==> src/rtl/gpio_pkg.sv <==
// Shared constants and the register offset encoding for the banked GPIO block.
// Assumes 32-bit registers on word boundaries and a 32-byte window per bank.
package gpio_pkg;

    localparam int REG_W     = 32;
    localparam int WIN_BYTES = 32;
    localparam int OFF_W     = 3;

    // Word offset inside a bank window (byte offset / 4)
    typedef enum logic [OFF_W-1:0] {
        OFF_ODRAIN  = 3'd0,
        OFF_DOUT    = 3'd1,
        OFF_DIR     = 3'd2,
        OFF_RISESEL = 3'd3,
        OFF_ANYEDGE = 3'd4,
        OFF_IEN     = 3'd5,
        OFF_LVL     = 3'd6,
        OFF_PEND    = 3'd7
    } reg_off_e;

endpackage

==> src/rtl/gpio_in_sync.sv <==
// Two-flop synchroniser plus one history stage for a vector of pin inputs.
// Assumes pins are asynchronous to clk; each bit is treated independently.
module gpio_in_sync #(
    parameter int W = 24
) (
    input  logic         clk,
    input  logic         rst_n,
    input  logic [W-1:0] pad_in,
    output logic [W-1:0] sync_o,
    output logic [W-1:0] prev_o
);

    logic [W-1:0] meta_q;
    logic [W-1:0] sync_q;
    logic [W-1:0] prev_q;

    // Resynchronise pins and keep the previous synchronised value
    always_ff @(posedge clk) begin
        if (!rst_n) begin
            meta_q <= '0;
            sync_q <= '0;
            prev_q <= '0;
        end else begin
            meta_q <= pad_in;
            sync_q <= meta_q;
            prev_q <= sync_q;
        end
    end

    assign sync_o = sync_q;
    assign prev_o = prev_q;

endmodule

==> src/rtl/gpio_evt_detect.sv <==
// Per-pin event qualifier: level-high, both-edge, rising or falling.
// Assumes sync/prev come from consecutive cycles of the synchroniser.
// Priority: level select, then both-edge select, then rise select.
module gpio_evt_detect #(
    parameter int W = 24
) (
    input  logic [W-1:0] sync_i,
    input  logic [W-1:0] prev_i,
    input  logic [W-1:0] lvl_i,
    input  logic [W-1:0] anyedge_i,
    input  logic [W-1:0] risesel_i,
    output logic [W-1:0] evt_o
);

    for (genvar i = 0; i < W; i++) begin : g_pin
        logic rise_w;
        logic fall_w;
        // Raw edge terms for this pin
        assign rise_w = sync_i[i] & ~prev_i[i];
        assign fall_w = ~sync_i[i] & prev_i[i];
        // Select the event source from the pin's configuration
        assign evt_o[i] = lvl_i[i]     ? sync_i[i] :
                          anyedge_i[i] ? (rise_w | fall_w) :
                          risesel_i[i] ? rise_w : fall_w;
    end

endmodule

==> src/rtl/gpio_bank_regs.sv <==
// Register file and pin drive for one bank.
// Assumes the caller qualifies wr_en with the bank decode; reads are
// combinational and registered by the top.
module gpio_bank_regs
    import gpio_pkg::*;
#(
    parameter int W = 24
) (
    input  logic             clk,
    input  logic             rst_n,
    input  logic             wr_en,
    input  logic [OFF_W-1:0] off_i,
    input  logic [W-1:0]     wdata_i,
    input  logic [W-1:0]     sync_i,
    input  logic [W-1:0]     evt_i,
    output logic [REG_W-1:0] rdata_o,
    output logic [W-1:0]     lvl_o,
    output logic [W-1:0]     anyedge_o,
    output logic [W-1:0]     risesel_o,
    output logic [W-1:0]     pend_o,
    output logic [W-1:0]     pin_out_o,
    output logic [W-1:0]     pin_oe_o,
    output logic             req_o
);

    logic [W-1:0] odrain_q, dout_q, dir_q, risesel_q;
    logic [W-1:0] anyedge_q, ien_q, lvl_q, pend_q;
    logic [W-1:0] clr_w;
    logic [W-1:0] din_view_w;

    // Configuration registers, written as whole words
    always_ff @(posedge clk) begin
        if (!rst_n) begin
            odrain_q  <= '0;
            dout_q    <= '0;
            dir_q     <= '1;
            risesel_q <= '0;
            anyedge_q <= '0;
            ien_q     <= '0;
            lvl_q     <= '0;
        end else if (wr_en) begin
            case (off_i)
                OFF_ODRAIN:  odrain_q  <= wdata_i;
                OFF_DOUT:    dout_q    <= wdata_i;
                OFF_DIR:     dir_q     <= wdata_i;
                OFF_RISESEL: risesel_q <= wdata_i;
                OFF_ANYEDGE: anyedge_q <= wdata_i;
                OFF_IEN:     ien_q     <= wdata_i;
                OFF_LVL:     lvl_q     <= wdata_i;
                default:     ;
            endcase
        end
    end

    // Clear vector from a write to the pending offset
    assign clr_w = (wr_en && off_i == OFF_PEND) ? wdata_i : '0;

    // Pending register: write-one-to-clear, a new event overrides a clear
    always_ff @(posedge clk) begin
        if (!rst_n) pend_q <= '0;
        else        pend_q <= (pend_q & ~clr_w) | evt_i;
    end

    // Data view: input pins show the pad, output pins show the written value
    assign din_view_w = (dir_q & sync_i) | (~dir_q & dout_q);

    // Read mux, zero-extended to the register width
    always_comb begin
        case (off_i)
            OFF_ODRAIN:  rdata_o = REG_W'(odrain_q);
            OFF_DOUT:    rdata_o = REG_W'(din_view_w);
            OFF_DIR:     rdata_o = REG_W'(dir_q);
            OFF_RISESEL: rdata_o = REG_W'(risesel_q);
            OFF_ANYEDGE: rdata_o = REG_W'(anyedge_q);
            OFF_IEN:     rdata_o = REG_W'(ien_q);
            OFF_LVL:     rdata_o = REG_W'(lvl_q);
            default:     rdata_o = REG_W'(pend_q);
        endcase
    end

    // Pin drive: open-drain outputs only pull low
    assign pin_out_o = dout_q & ~odrain_q;
    assign pin_oe_o  = ~dir_q & (~odrain_q | ~dout_q);

    assign lvl_o     = lvl_q;
    assign anyedge_o = anyedge_q;
    assign risesel_o = risesel_q;
    assign pend_o    = pend_q;
    assign req_o     = |(pend_q & ien_q);

endmodule

==> src/rtl/banked_gpio_irq.sv <==
// Top of the banked GPIO controller: address decode, per-bank generate,
// registered read port and interrupt merge.
// Assumes BANK_WIDTH <= 32 and single-cycle write/read strobes.
module banked_gpio_irq
    import gpio_pkg::*;
#(
    parameter  int NUM_BANKS  = 3,
    parameter  int BANK_WIDTH = 24,
    localparam int BIDX_W     = (NUM_BANKS > 1) ? $clog2(NUM_BANKS) : 1,
    localparam int ADDR_W     = BIDX_W + $clog2(WIN_BYTES),
    localparam int PINS       = NUM_BANKS * BANK_WIDTH
) (
    input  logic              clk,
    input  logic              rst_n,
    input  logic [ADDR_W-1:0] reg_addr,
    input  logic              reg_we,
    input  logic              reg_re,
    input  logic [31:0]       reg_wdata,
    output logic [31:0]       reg_rdata,
    input  logic [PINS-1:0]   pin_in,
    output logic [PINS-1:0]   pin_out,
    output logic [PINS-1:0]   pin_oe,
    output logic              irq
);

    localparam int OFF_LSB = $clog2(WIN_BYTES) - OFF_W;

    logic [BIDX_W-1:0] bidx_w;
    logic [OFF_W-1:0]  off_w;
    logic [REG_W-1:0]  bank_rd [NUM_BANKS];
    logic [NUM_BANKS-1:0] bank_req;
    logic [PINS-1:0]   pend_all;
    logic [REG_W-1:0]  rd_mux;

    // Split the byte address into bank index and word offset
    assign bidx_w = reg_addr[ADDR_W-1 -: BIDX_W];
    assign off_w  = reg_addr[OFF_LSB +: OFF_W];

    for (genvar b = 0; b < NUM_BANKS; b++) begin : g_bank
        logic [BANK_WIDTH-1:0] sync_w, prev_w, evt_w;
        logic [BANK_WIDTH-1:0] lvl_w, anyedge_w, risesel_w, pend_w;
        logic                  wr_w;

        // Write qualification for this bank
        assign wr_w = reg_we && (bidx_w == BIDX_W'(b));

        gpio_in_sync #(.W(BANK_WIDTH)) u_sync (
            .clk    (clk),
            .rst_n  (rst_n),
            .pad_in (pin_in[b*BANK_WIDTH +: BANK_WIDTH]),
            .sync_o (sync_w),
            .prev_o (prev_w)
        );

        gpio_evt_detect #(.W(BANK_WIDTH)) u_evt (
            .sync_i    (sync_w),
            .prev_i    (prev_w),
            .lvl_i     (lvl_w),
            .anyedge_i (anyedge_w),
            .risesel_i (risesel_w),
            .evt_o     (evt_w)
        );

        gpio_bank_regs #(.W(BANK_WIDTH)) u_regs (
            .clk       (clk),
            .rst_n     (rst_n),
            .wr_en     (wr_w),
            .off_i     (off_w),
            .wdata_i   (reg_wdata[BANK_WIDTH-1:0]),
            .sync_i    (sync_w),
            .evt_i     (evt_w),
            .rdata_o   (bank_rd[b]),
            .lvl_o     (lvl_w),
            .anyedge_o (anyedge_w),
            .risesel_o (risesel_w),
            .pend_o    (pend_w),
            .pin_out_o (pin_out[b*BANK_WIDTH +: BANK_WIDTH]),
            .pin_oe_o  (pin_oe[b*BANK_WIDTH +: BANK_WIDTH]),
            .req_o     (bank_req[b])
        );

        assign pend_all[b*BANK_WIDTH +: BANK_WIDTH] = pend_w;
    end

    // Select the addressed bank's read word; unmapped banks give zero
    always_comb begin
        rd_mux = '0;
        for (int b = 0; b < NUM_BANKS; b++) begin
            if (bidx_w == BIDX_W'(b)) rd_mux = bank_rd[b];
        end
    end

    // Registered read data, held between reads
    always_ff @(posedge clk) begin
        if (!rst_n)      reg_rdata <= '0;
        else if (reg_re) reg_rdata <= rd_mux;
    end

    // One interrupt line for all banks
    assign irq = |bank_req;

endmodule

==> config.mk <==
export PLATFORM = sky130hd
export DESIGN_NAME = banked_gpio_irq
export DESIGN_NICKNAME = d
export VERILOG_FILES = /design/src/rtl/gpio_pkg.sv /design/src/rtl/gpio_in_sync.sv /design/src/rtl/gpio_evt_detect.sv /design/src/rtl/gpio_bank_regs.sv /design/src/rtl/banked_gpio_irq.sv
export SDC_FILE = /design/constraint.sdc
export NUM_CORES = 2
export LEC_CHECK = 0
export CORE_UTILIZATION = 40
export DETAILED_ROUTE_END_ITERATION = 10
export DONT_BUFFER_PORTS = 1
export PLACE_DENSITY = 0.57
export SETUP_SLACK_MARGIN = 0.15
export SYNTH_ARGS = -nofsm -noshare
export SYNTH_HDL_FRONTEND = slang
export SYNTH_SLANG_ARGS = --single-unit
==> constraint.sdc <==
create_clock -name clk -period 1.6 [get_ports clk]
set_clock_uncertainty 0.1 [all_clocks]
set_input_delay 0.16 -clock clk [delete_from_list [all_inputs] [get_ports clk]]
set_output_delay 0.16 -clock clk [all_outputs]
set_load 0.1 [all_outputs]
* After elaboration in Yosys (flattened, before gate mapping)
Index checks and enable logic that the tools add are counted. W data, S select, Z words.
Word-level totals: register bits after elaboration 824, logic and storage cells 697, input bits 115
Cells by class: bitwise operators 399, reduce and logical (&&, ||, !) cells 30, equal/unequal tests 9, mux-type cells 225
Operators by type and width (count):
- $pmux W24 S7 | 3
- $and A24 B24 Y24 | 18
- $not A24 Y24 | 12
- $mux W1 | 216
- $or A24 B24 Y24 | 9
- $and A1 B1 Y1 | 144
- $not A1 Y1 | 144
- $mux W32 | 3
- $mux W24 | 3
- $or A1 B1 Y1 | 72
- $reduce_or A72 Y1 | 1
- $reduce_and A2 Y1 | 21
- $eq A3 B3 Y1 const B | 4
- $eq A3 B2 Y1 const B | 2
- $logic_and A1 B1 Y1 | 6
- $eq A3 B1 Y1 const B | 1
- $logic_not A3 Y1 | 1
- $eq A2 B1 Y1 const B | 1
- $eq A2 B2 Y1 const B | 1
- $logic_not A2 Y1 | 1

* Depth between registers and ports, before layout
word-level depth 7, gate-level depth with buffers 11, mapped depth without buffers 7

* By module
From an unflattened synthesis, not the netlist that was laid out.
Unflattened totals: cells, all modules 4913, area, all modules 40674.0 um2
Modules (own cells, without submodules):
- gpio_bank_regs | area each 9461.6 um2, cells each 1198, times used 3
- gpio_in_sync | area each 2016.9 um2, cells each 151, times used 3
- gpio_evt_detect | area each 1471.4 um2, cells each 216, times used 3
- banked_gpio_irq | area each 1824.2 um2, cells each 218, times used 1

* Worst setup path after synthesis
OpenSTA, ideal clock, no wires.
kind register to output, start reg g_bank[2].u_regs.pend_q[17], end out irq, path slack -0.648 ns, arrival 1.988 ns, buffers on the path 0, cell stages (with the launch flop) 6, cells stage by stage dfxtp_1 -> a22o_1 -> a221oi_1 -> nand3_1 -> nor4_1 -> nand4_1
Between the ends: longest elaborated chain between the ends 2
RTL lines:
- start: declaration | line gpio_bank_regs.sv:27 | logic [W-1:0] anyedge_q, ien_q, lvl_q, pend_q;
- start signal: assignment | line gpio_bank_regs.sv:61 | else pend_q <= (pend_q & ~clr_w) | evt_i;
- $and A24 B24 Y24 | line gpio_bank_regs.sv:89 | assign req_o = |(pend_q & ien_q);
- $reduce_or A72 Y1 | line banked_gpio_irq.sv:100 | assign irq = |bank_req;
- end: declaration | line banked_gpio_irq.sv:23 | output logic irq
Every way passes these cells.

* Final worst setup path
start in rst_n, end reg g_bank[1].u_sync.prev_q[22]
RTL lines:
- start: declaration | line banked_gpio_irq.sv:14 | input logic rst_n,
- end signal: assignment | line gpio_in_sync.sv:26 | prev_q <= sync_q;
- end: declaration | line gpio_in_sync.sv:15 | logic [W-1:0] prev_q;
No word-level cell between the ends.

==> impl_metrics.yaml <==
cells_and_area:
  fin_cells: 7267
  fin_area_um2: 64200
  fin_util: 0.664
  mostFrequentLayoutCell: "nand2_1"
  fillers: 7195
  area_growth_pct: 64.4
  multi_input_area_um2: 25200
  drive_gt1_frac: 0.400
  ff_latch_area_um2: 16900
  final_cell_mix: "nand2_1 (1183), buf_4 (621), dfxtp_1 (510), dlygate4sd3_1 (352), buf_12 (254)"
  num-nets-final: 6168
synthesis:
  synth-edff-count: 0
  ys_ff_latch: 816
  synth_cell_types: 73
  yosys_warnings: 0
  synth-seq-area-share: 0.418
  ys.flop_type: "dfxtp_1"
  synthCells: 4670
  avgSynthCellArea_um2: 8.36
  synth.cell_area_um2: 39000
  synthArstFlopShare: 0
worst_hold_path:
  hold_start: "rst_n"
  hold_path.class: "in2reg"
setup_path:
  crit_fanout: 820
  setup.worst_path.end: "g_bank[1].u_sync.prev_o[22]$_SDFF_PN0_"
  crit_path_end_kind: "register"
  critPathArrivalTime_ns: 4.13
  worst_path_largest_cell_delay_ns: 1.31
  path_cells: "and2_1 > dlygate4sd3_1"
  cp-start-kind: "input port"
  crit_buf_inv: 1
  critPathKind: "in2reg"
  ff2ff_setup_slack_ns: -0.17
  rr_worst_depth: 6
  cp-startpoint: "rst_n"
  r2r-end: "reg_rdata[14]$_SDFFE_PN0P_"
  r2r-start: "g_bank[1].u_regs.dir_q[14]$_SDFFE_PN1P_"
  crit_path_top_delay_cell: "and2_1"
  cp_top_family: "simple AND/OR/NAND/NOR gates"
  path_depth: 2
  required_ns: 2.07
sta:
  hold_violations: 171
  tightest_slew_ns: 4.27
  period_share: 2.28
  fmax_mhz: 274
  finalCriticalPeriod_ns: 3.65
  rsz0062_at_grt: "true"
  drv_slew: 639
  setup_slack_ns: -2.05
  holdWs_ns: -0.305
  setup_viol: 720
  slew_headroom: -1.85
floorplanning:
  dieArea_um2: 98900
  rows: 114
  core_area_um2: 96700
  initial_core_util: 0.404
  die_h_um: 314
  ios: 292
  die_w_um: 314
clock_tree:
  path_clk_slew_ns: 0.06
  cts_tree: "built"
  cts_sinks: 816
  numCtsBuffers: 96
  cts_root_buf: "clkbuf_16"
  h-tree-depth: 3
  clkLatencyLatePin_ns: 0.70
  clockBufferDepth: 3
status:
  outcome: "finished, violations left"
  violations: "hold timing, slew limit, setup timing"
route:
  drt_iter0_drc: 4960
  dr.pass1.iters: 8
  routed_wl_mm: 185
  routed-via-count: 41876
  routedWlPerCell_um: 25.4
  drc_errors: 0
  avgViaCountPerCell: 5.76
  ant_nets: 0
global_routing:
  grt_antenna_before_repair: 14
  overflow: 0
  grt_pass1_wl_mm: 258
  grt.total_usage: 0.347
  grt_max_degree: 821
  grt_pass1_vias: 40580
placement:
  routabilityCongestion: 0.975
  hpwl_mm: 110
  portBuffers: 0
  numPlacedInstances: 6474
  place_area_um2: 48600
pwr:
  ir_worst_vdd_v: 0.000820
  p_leak_nw: 25.0
  powerDensity_nw_per_um2: 808
  power_mw: 51.9
job:
  drv_cap: 0
layout make-up:
class | count | area share
multi-input cells | 3366 | 0.393
flip-flops and latches | 816 | 0.264
repair buffers | 1477 | 0.255
clock buffers | 141 | 0.0456
well taps | 1276 | 0.0249
inverters | 152 | 0.00932
clock inverters | 32 | 0.00879
diodes | 7 | 0.000273
cells in the mapped netlist (9+ instances only):
library cell | instances | area (um2)
buf_4 | 38 | 285
o21ai_0 | 137 | 686
clkbuf_1 | 165 | 619
a31oi_1 | 25 | 156
a21boi_0 | 256 | 1920
nor2_1 | 67 | 251
mux2i_1 | 70 | 701
nand4_1 | 9 | 56.3
nand3_1 | 89 | 445
a21boi_1 | 176 | 1320
mux2_2 | 22 | 248
a22o_1 | 13 | 114
o221ai_1 | 41 | 359
o22ai_1 | 22 | 138
mux4_2 | 22 | 495
dfxtp_1 | 816 | 16300
a22oi_1 | 31 | 233
buf_6 | 12 | 135
buf_2 | 126 | 631
o211ai_1 | 24 | 180
nor2_2 | 14 | 87.6
and2_1 | 219 | 1370
inv_1 | 150 | 563
a221oi_1 | 99 | 867
nor2b_1 | 239 | 1500
nand2_1 | 1194 | 4480
a211oi_1 | 149 | 1120
a21oi_1 | 173 | 866
nand3b_1 | 14 | 105
ha_1 | 144 | 1800
kinds of logic (layout without fill, tap and decap cells):
family | count (synthesis) | count (layout) | share of synthesized area
and+or+nand+nor | 1897 | 1897 | 0.224
AOI/OAI and AO/OA | 1202 | 1202 | 0.216
DFF | 816 | 816 | 0.418
buffers and inverters | 495 | 1802 | 0.0576
adders and majority gates | 144 | 144 | 0.0461
muxes | 115 | 115 | 0.0374
other | 1 | 15 | 0.0000960
metrics by stage:
| step | TNS, ns | hold WS, ns | setup WS [ns] |
|---|---|---|---|
| after floorplan | -0.684 | 0.187 | -0.648 |
| after global placement | -43.08 | 0.189 | -0.687 |
| after detailed placement | -56.24 | 0.190 | -0.656 |
| after CTS | -193.41 | -0.516 | -1.20 |
| after global routing | -33.05 | -0.470 | -1.32 |
| final | -568.92 | -0.305 | -2.05 |
state kept, by name (all words and copies together), names as in the netlist:
name / count
g_bank.u_regs.anyedge_o: 72
g_bank.u_regs.dout_q: 72
g_bank.u_regs.lvl_o: 72
reg_rdata: 24
g_bank.u_regs.pend_o: 72
g_bank.u_regs.risesel_o: 72
g_bank.u_regs.ien_q: 72
g_bank.u_regs.dir_q: 72
g_bank.u_sync.meta_q: 72
g_bank.u_sync.prev_o: 72
g_bank.u_regs.odrain_q: 72
g_bank.u_sync.sync_o: 72
timing repair:
action	CTS	global route
pin swaps	274	208
hold buffers	443	16
cloned	0	18
setup endpoints to repair	265	771
setup buffers	115	97
hold endpoints to repair	816	517
resized for setup	1278	428
per-layer routing:
metal | wire, um | up-vias | track usage
met4 | 13100 | 14 | 0.201
met1 | 69800 | 20115 | 0.426
li1 | - | 18475 | -
met5 | 85 | - | 0
met2 | 82300 | 2536 | 0.554
met3 | 19400 | 736 | 0.0815
report_power, final:
group	leakage, nW	internal, mW	total [mW]	switching, mW
clock network	1.71	15.0	24.4	9.34
logic	16.5	2.99	6.35	3.36
registers	6.75	20.7	21.1	0.440
total	25.0	38.7	51.9	13.1
worst min-delay path by stage:
stage                     slack (ns)  cells past startpoint                                         end
after floorplan                 0.19                      1       g_bank[0].u_sync.meta_q[0]$_SDFF_PN0_
after global placement          0.19                      1       g_bank[0].u_sync.meta_q[8]$_SDFF_PN0_
after detailed placement        0.19                      1      g_bank[2].u_sync.meta_q[17]$_SDFF_PN0_
after CTS                      -0.52                      1     g_bank[2].u_regs.dir_q[16]$_SDFFE_PN1P_
after global routing           -0.47                      1     g_bank[2].u_regs.dir_q[19]$_SDFFE_PN1P_
final                          -0.30                      1  g_bank[2].u_regs.odrain_q[23]$_SDFFE_PN0P_
(Power assumes the default switching activity.)
